### config.mk
export PLATFORM = sky130hd
export DESIGN_NAME = sdac_rx
export DESIGN_NICKNAME = d
export VERILOG_FILES = /design/src/rtl/sdac_pkg.sv /design/src/rtl/sdac_sync.sv /design/src/rtl/sdac_edge.sv /design/src/rtl/sdac_shift.sv /design/src/rtl/sdac_rx.sv
export SDC_FILE = /design/constraint.sdc
export NUM_CORES = 1
export LEC_CHECK = 0
export BUFFER_PORTS_ARGS = -buffer_cell sky130_fd_sc_hd__buf_2
export CAP_MARGIN = 20
export CORE_MARGIN = 8
export CORE_UTILIZATION = 60
export DETAILED_ROUTE_END_ITERATION = 6
export PLACE_DENSITY = 0.8
export SYNTH_ARGS = -nofsm -noshare
export SYNTH_HDL_FRONTEND = slang
export SYNTH_HIERARCHICAL = 1
export SYNTH_SLANG_ARGS = --single-unit
### constraint.sdc
create_clock -name clk -period 5.2 [get_ports clk]
set_input_delay 1.04 -clock clk [delete_from_list [all_inputs] [get_ports clk]]
set_output_delay 1.04 -clock clk [all_outputs]
set_load 0.05 [all_outputs]
### src/rtl/sdac_pkg.sv
package sdac_pkg;
  // Serial word length and the DAC code carried in its low bits
  localparam int unsigned SDAC_WORD_W = 16;
  localparam int unsigned SDAC_CODE_W = 14;
  // Flip-flops between the pins and the edge logic
  localparam int unsigned SDAC_SYNC_DEPTH = 2;
endpackage

### src/rtl/sdac_sync.sv
module sdac_sync #(
  parameter int unsigned WIDTH = 3,
  parameter int unsigned STAGES = 2,
  parameter logic [WIDTH-1:0] RST_VAL = '0
) (
  input  logic             clk,
  input  logic             rst_n,
  input  logic [WIDTH-1:0] d_i,
  output logic [WIDTH-1:0] q_o
);
  logic [WIDTH-1:0] chain_q [STAGES];

  always_ff @(posedge clk or negedge rst_n) begin
    if (!rst_n) begin
      for (int s = 0; s < STAGES; s++) chain_q[s] <= RST_VAL;
    end else begin
      chain_q[0] <= d_i;
      for (int s = 1; s < STAGES; s++) chain_q[s] <= chain_q[s-1];
    end
  end

  assign q_o = chain_q[STAGES-1];
endmodule

### src/rtl/sdac_edge.sv
module sdac_edge (
  input  logic clk,
  input  logic rst_n,
  input  logic sclk_s_i,
  input  logic sync_n_s_i,
  output logic sclk_fall_o,
  output logic frame_start_o,
  output logic frame_on_o
);
  logic sclk_prev_q;
  logic sync_prev_q;

  // Both lines idle high, so reset must not create a false edge
  always_ff @(posedge clk or negedge rst_n) begin
    if (!rst_n) begin
      sclk_prev_q <= 1'b1;
      sync_prev_q <= 1'b1;
    end else begin
      sclk_prev_q <= sclk_s_i;
      sync_prev_q <= sync_n_s_i;
    end
  end

  assign sclk_fall_o   = sclk_prev_q & ~sclk_s_i;
  assign frame_start_o = sync_prev_q & ~sync_n_s_i;
  assign frame_on_o    = ~sync_n_s_i;
endmodule

### src/rtl/sdac_shift.sv
module sdac_shift #(
  parameter int unsigned WORD_W = 16,
  parameter int unsigned CODE_W = 14
) (
  input  logic              clk,
  input  logic              rst_n,
  input  logic              sclk_fall_i,
  input  logic              frame_start_i,
  input  logic              frame_on_i,
  input  logic              sdata_s_i,
  output logic              word_vld_o,
  output logic [CODE_W-1:0] code_o
);
  localparam int unsigned CNT_W = $clog2(WORD_W + 1);
  localparam logic [CNT_W-1:0] LAST_BIT = CNT_W'(WORD_W - 1);
  localparam logic [CNT_W-1:0] FULL     = CNT_W'(WORD_W);

  logic [CNT_W-1:0]  cnt_q;
  logic [WORD_W-1:0] shreg_q;
  logic [WORD_W-1:0] next_word;
  logic              take_bit;

  // A bit is taken only inside a frame, never on the restart cycle, and not past the end of the word
  assign take_bit  = frame_on_i & ~frame_start_i & sclk_fall_i & (cnt_q < FULL);
  assign next_word = {shreg_q[WORD_W-2:0], sdata_s_i};

  always_ff @(posedge clk or negedge rst_n) begin
    if (!rst_n) begin
      cnt_q      <= '0;
      shreg_q    <= '0;
      word_vld_o <= 1'b0;
      code_o     <= '0;
    end else begin
      word_vld_o <= 1'b0;
      if (frame_start_i || !frame_on_i) begin
        cnt_q <= '0;
      end else if (take_bit) begin
        shreg_q <= next_word;
        cnt_q   <= cnt_q + 1'b1;
        if (cnt_q == LAST_BIT) begin
          word_vld_o <= 1'b1;
          code_o     <= next_word[CODE_W-1:0];
        end
      end
    end
  end

  AST_CNT_BOUND: assert property (@(posedge clk) disable iff (!rst_n)
    cnt_q <= FULL);
  AST_DONE_NO_LOAD: assert property (@(posedge clk) disable iff (!rst_n)
    (cnt_q == FULL) |=> !word_vld_o);
  AST_LOAD_IN_FRAME: assert property (@(posedge clk) disable iff (!rst_n)
    word_vld_o |-> $past(frame_on_i));
endmodule

### src/rtl/sdac_rx.sv
module sdac_rx #(
  parameter int unsigned WORD_W = sdac_pkg::SDAC_WORD_W,
  parameter int unsigned CODE_W = sdac_pkg::SDAC_CODE_W,
  parameter int unsigned SYNC_DEPTH = sdac_pkg::SDAC_SYNC_DEPTH
) (
  input  logic              clk,
  input  logic              rst_n,
  input  logic              sclk_i,
  input  logic              sync_n_i,
  input  logic              sdata_i,
  output logic [CODE_W-1:0] dac_code_o,
  output logic              dac_upd_o
);
  logic [2:0]        pins_s;
  logic              sclk_fall, frame_start, frame_on;
  logic              word_vld;
  logic [CODE_W-1:0] word_code;

  // Bit order in pins_s: [2]=serial clock, [1]=frame, [0]=data
  sdac_sync #(.WIDTH(3), .STAGES(SYNC_DEPTH), .RST_VAL(3'b110)) u_sync (
    .clk(clk), .rst_n(rst_n),
    .d_i({sclk_i, sync_n_i, sdata_i}),
    .q_o(pins_s)
  );

  sdac_edge u_edge (
    .clk(clk), .rst_n(rst_n),
    .sclk_s_i(pins_s[2]), .sync_n_s_i(pins_s[1]),
    .sclk_fall_o(sclk_fall), .frame_start_o(frame_start), .frame_on_o(frame_on)
  );

  sdac_shift #(.WORD_W(WORD_W), .CODE_W(CODE_W)) u_shift (
    .clk(clk), .rst_n(rst_n),
    .sclk_fall_i(sclk_fall), .frame_start_i(frame_start), .frame_on_i(frame_on),
    .sdata_s_i(pins_s[0]),
    .word_vld_o(word_vld), .code_o(word_code)
  );

  // DAC latch: always loads on a completed word
  always_ff @(posedge clk or negedge rst_n) begin
    if (!rst_n) begin
      dac_code_o <= '0;
      dac_upd_o  <= 1'b0;
    end else begin
      dac_upd_o <= word_vld;
      if (word_vld) dac_code_o <= word_code;
    end
  end

  AST_UPD_PULSE: assert property (@(posedge clk) disable iff (!rst_n)
    dac_upd_o |=> !dac_upd_o);
  AST_CODE_HOLD: assert property (@(posedge clk) disable iff (!rst_n)
    !dac_upd_o |-> $stable(dac_code_o));
endmodule

### After elaboration in Yosys (flattened, before gate mapping)

Cells that the tools add are included.

| cells by class | value |
|---|---|
| $lt $le $gt $ge | 1 |
| divide/modulo/power cells | 0 |
| multiply operators | 0 |
| eq/ne operators | 1 |
| bitwise operators | 9 |
| $add $sub $neg | 1 |
| reduce and logical (&&, ||, !) cells | 4 |
| muxes and demuxes | 5 |
| shift-type cells | 0 |

Operators with widths:

| cell | count |
|---|---|
| $mux 5 | 2 |
| $add 5x1->5 const B | 1 |
| $and 1x1->1 | 5 |
| $eq 5x4->1 const B | 1 |
| $lt 5x5->1 const B | 1 |
| $not 1->1 | 4 |
| $mux 1 | 3 |
| $reduce_and 3->1 | 1 |
| $reduce_and 2->1 | 1 |
| $reduce_bool 2->1 | 1 |
| $logic_or 1x1->1 | 1 |

| word-level totals | value |
|---|---|
| memories kept | 0 |
| bits in writable memories | 0 |
| register bits | 56 |
| bits in latches | 0 |
| bits of input ports | 5 |
| word-level logic and storage cells | 31 |
| bits in read-only memories | 0 |
| output and inout bits | 15 |

### Longest topological paths before layout

| logic depth | value |
|---|---|
| depth after elaboration | 8 |
| mapped depth | 7 |
| depth with buffers taken out | 5 |

### Cells and area by module

The synthesis kept the hierarchy.

By module, submodules not included:

| module | times used | cells an instance | area an instance (µm²) |
|---|---|---|---|
| sdac_shift | 1 | 86 | 1352.5 |
| sdac_rx | 1 | 30 | 544.3 |
| sdac_sync | 1 | 9 | 177.7 |
| sdac_edge | 1 | 5 | 76.3 |

### Least setup slack after synthesis

OpenSTA, ideal clock, no wires.

| timing path | value |
|---|---|
| kind | reg2reg |
| from | reg u_sync.chain_q (netlist bit u_sync/q_o[1]) |
| to | reg u_shift.code_o[10] |
| arrival time | 1.533 ns |
| clock period less this slack | 1.658 ns |
| buffers on the path | 3 |
| slack | 3.542 ns |
| data required time | 5.075 ns |
| stages on the path, launching flop included | 8 |
| cell sequence | dfstp_2 -> buf_4 -> nor2b_1 -> and4bb_1 -> buf_6 -> nand2_4 -> buf_6 -> mux2_4 |

| on the way | value |
|---|---|
| longest elaborated chain between the ends | 7 |
| elaborated cells between the ends (all ways) | 9 |
| those cells by class | bitwise (7); reduce/logical (2) |

RTL lines:

| element | RTL line | RTL |
|---|---|---|
| from (decl) | sdac_sync.sv:11 | `logic [WIDTH-1:0] chain_q [STAGES];` |
| $not 1->1 * | sdac_edge.sv:25 | `assign frame_start_o = sync_prev_q & ~sync_n_s_i;` |
| $and 1x1->1 * | sdac_edge.sv:25 |  |
| via frame_start | sdac_rx.sv:15 | `logic sclk_fall, frame_start, frame_on;` |
| $not 1->1 | sdac_shift.sv:24 | `assign take_bit = frame_on_i & ~frame_start_i & sclk_fall_i & (cnt_q < FULL);` |
| $and 1x1->1 (3 in series) | sdac_shift.sv:24 |  |
| $reduce_and 3->1 (no line) * | - |  |
| to (signal assigned) | sdac_shift.sv:42 | `code_o <= next_word[CODE_W-1:0];` |
| to (decl) | sdac_shift.sv:12 | `output logic [CODE_W-1:0] code_o` |

The timed path passes the listed nets; every way through them passes the cells marked *.
A chain may end at the register's enable or synchronous reset.

### Worst setup path after layout

| timing path | value |
|---|---|
| from | reg u_edge.sclk_prev_q |
| to | reg u_shift.code_o[9] |

| on the way | value |
|---|---|
| longest elaborated chain between the ends | 4 |

RTL lines:

| element | RTL line | RTL |
|---|---|---|
| from (decl) | sdac_edge.sv:10 | `logic sclk_prev_q;` |
| from (signal assigned) | sdac_edge.sv:19 | `sclk_prev_q <= sclk_s_i;` |
| $and 1x1->1 | sdac_edge.sv:24 | `assign sclk_fall_o = sclk_prev_q & ~sclk_s_i;` |
| via sclk_fall | sdac_rx.sv:15 |  |
| $and 1x1->1 (2 in series) | sdac_shift.sv:24 |  |
| $reduce_and 3->1 (no line) | - |  |

The timed path passes the listed nets, and every way through them passes these cells.

==> metrics.yaml <==
status:
  status: "complete, no violations"
routing:
  drc_errors: 0
  wl_per_cell_um: 15.45
  firstDrtPassIters: 4
  final_antenna_net_count: 0
  via_count: 1034
  drt_iter0_markers: 41
  viasPerCell: 5.249
  wl_mm: 3.043
clock_network:
  root_buffer: "clkbuf_4"
  post_cts_resized: 0
  cts_setup_buffers: 0
  clockBufferDepth: 2
  hold_buffers: 0
  cts_tree: "done"
  worstSkewPairLatency_ns: 0.37
  clock-sinks: 56
  htreeDepth: 2
  cts_buffers: 5
  clkTransAtPathRegs_ns: 0.15
timing:
  finalCritPeriodShare_pct: 41.84
  worst_slew_pin_slew_ns: 0.7644
  hold_slack_ns: 0.3655
  relSlewSlack_pct: 49.04
  clock_skew_ns: 0.01746
  hold_viol_final: 0
  rsz0062_at_grt: "no"
  final.setup.tns_ns: 0
  max_freq_mhz: 459.6
  setup_viol_count_final: 0
  fin_crit_ns: 2.176
  maxSlewViolCount: 0
critical_path:
  r2r-end: "u_shift/code_o[9]"
  r2r_slack_ns: 3.02
  rr_startpoint: "u_edge/sclk_prev_q"
  cp_max_fo: 17
  cp.required_ns: 5.47
  worstSetupStartpointType: "flop"
  endpoint_kind: "flop"
  worst-path-buf-inv: 0
  crit_slowest_cell: "and4bb_1"
  crit_path_start: "u_edge/sclk_prev_q"
  arrival_ns: 2.45
  path_cells: "nor2b_4 -> and4bb_1 -> nand2_4 -> mux2_4"
  slowest_delay_ns: 0.71
  r2r_cells: 4
  critPathTopFamily: "simple AND/OR/NAND/NOR gates"
  cp.depth: 4
  criticalPathCategory: "reg -> reg"
logic_synthesis:
  synth_area_mm2: 0.002151
  synth_area_per_cell_um2: 16.54
  synth_ff_type: "dfrtp_1"
  synth_most_common_cell: "dfrtp_1"
  ys_seq_area_share_pct: 65.50
  ys_seq_elements: 56
  synth_edf_count: 0
  synth_nets: 137
  synth_top_cell_by_area: "dfrtp_1"
  yosys-top-cells-area: "dfrtp_1, mux2_2, dfstp_2"
  yosysTopAreaCellShare_pct: 58.17
  yosys_warnings: 6
  ys_async_sr_fraction_pct: 100.0
  synth_common_cells: "dfrtp_1, mux2_2, mux2_4"
  yosys.cell_types.count: 24
  syn_inst: 130
placement:
  dp_hpwl_mm: 2.127
  place_congestion: 0.6814
  portBuffers: 19
global_route:
  grt_pass1_wl_mm: 5.216
  grt_pass1_vias: 1103
  grt_overflow_total: 0
  antenna_found_initial: 0
  grt_max_degree: 57
  grtUsageTotal_pct: 12.50
flow_run:
  max-cap-violations: 0
final_layout:
  area_growth_pct: 8.202
  fin_nets: 157
  fin_util_pct: 68.66
  diodes: 0
  drive_above_1_share_pct: 50.99
hold_path:
  hold_class: "reg -> reg"
  min_path_cells: 0
  min_to: "u_sync/q_o[2]"
  hp-start: "u_sync/chain_q[5]"
power_and_ir_drop:
  power_density_mw_per_mm2: 322.9
  irDropWorstVdd_mv: 0.1886
  power.leakage_nw: 1.250
floorplanning:
  pin_count: 20
  die_area_mm2: 0.005756
  dieHeight_um: 75.87
  core_mm2: 0.003390
  die_x_um: 75.87
  fp-row-count: 21
  start_util_pct: 63.46
## sequential cells by signal (all words and copies together), names as in the netlist
register / cells
dac_code_o: 14
u_shift/code_o: 14
u_shift/shreg_q: 13
u_shift/cnt_q: 5
u_sync/chain_q: 3
u_sync/q_o: 3
dac_upd_o: 1
u_edge/sclk_prev_q: 1
u_edge/sync_prev_q: 1
u_shift/word_vld_o: 1
## stage by stage
step	instance area, um^2	worst slack (ns)	std cells	total power [mW]
6_report	2327	3.024	197	0.7514
5_1_grt	2327	2.921	197	0.7843
3_3_place_gp	2247	3.119	189	0.5275
3_5_place_dp	2247	3.034	189	0.5335
2_1_floorplan	2151	3.542	130	0.5145
4_1_cts	2327	3.033	197	0.7612
## cells by family (layout without fill, tap and decap cells)
kind of cell,Yosys count,after routing,share of synthesized area [%]
AOI/OAI and AO/OA,2,2,0.4649
xor gates and xnor gates,2,2,0.8146
adders and majority gates,2,2,1.163
buffers and inverters,10,31,3.490
DFF,56,56,65.50
muxes,42,42,23.50
and+or+nand+nor,16,16,5.061
## routing by layer
layer / part of all wire (%) / vias to the layer above / global-route usage, %
met2: 48 / 22 / 20.25
met3: 5.0 / 5 / 4.605
met4: 1.7 / 0 / 5.330
met1: 45 / 527 / 14.53
li1: - / 480 / -
met5: 0 / - / 0
## cell type report
| type | count | area [um^2] |
|---|---|---|
| Clock buffer | 5 | 37.54 |
| Clock inverter | 3 | 42.54 |
| Fill cell | 249 | 1062 |
| Inverter | 3 | 11.26 |
| Multi-Input combinational cell | 64 | 666.9 |
| Sequential cell | 56 | 1409 |
| Tap cell | 46 | 57.56 |
| Timing Repair Buffer | 20 | 102.6 |
## worst max path at each step
stage | endpoint | slack, ns
6_report | u_shift/code_o[9] | 3.02
5_1_grt | u_shift/code_o[9] | 2.92
4_1_cts | u_shift/code_o[9] | 3.03
3_5_place_dp | u_shift/code_o[9] | 3.03
3_3_place_gp | u_shift/code_o[8] | 3.12
2_1_floorplan | u_shift/code_o[10] | 3.54
## report_power, final
part / switching, mW / internal (mW)
registers: 0.0192 / 0.464
clock network: 0.127 / 0.100
logic: 0.0182 / 0.0227
## cells in the final DEF, fill, tap and decap left out, types with 2 or more instances in the layout
cell and n:
nand2b_1 2, buf_2 19, nor2b_1 2, nand2_1 3, nor2_1 2, clkbuf_4 5
dfrtp_1 50, mux2_4 9, dfstp_2 6, ha_1 2, mux2_2 32, inv_1 3
No activity file was read; power rests on OpenSTA's default activity.
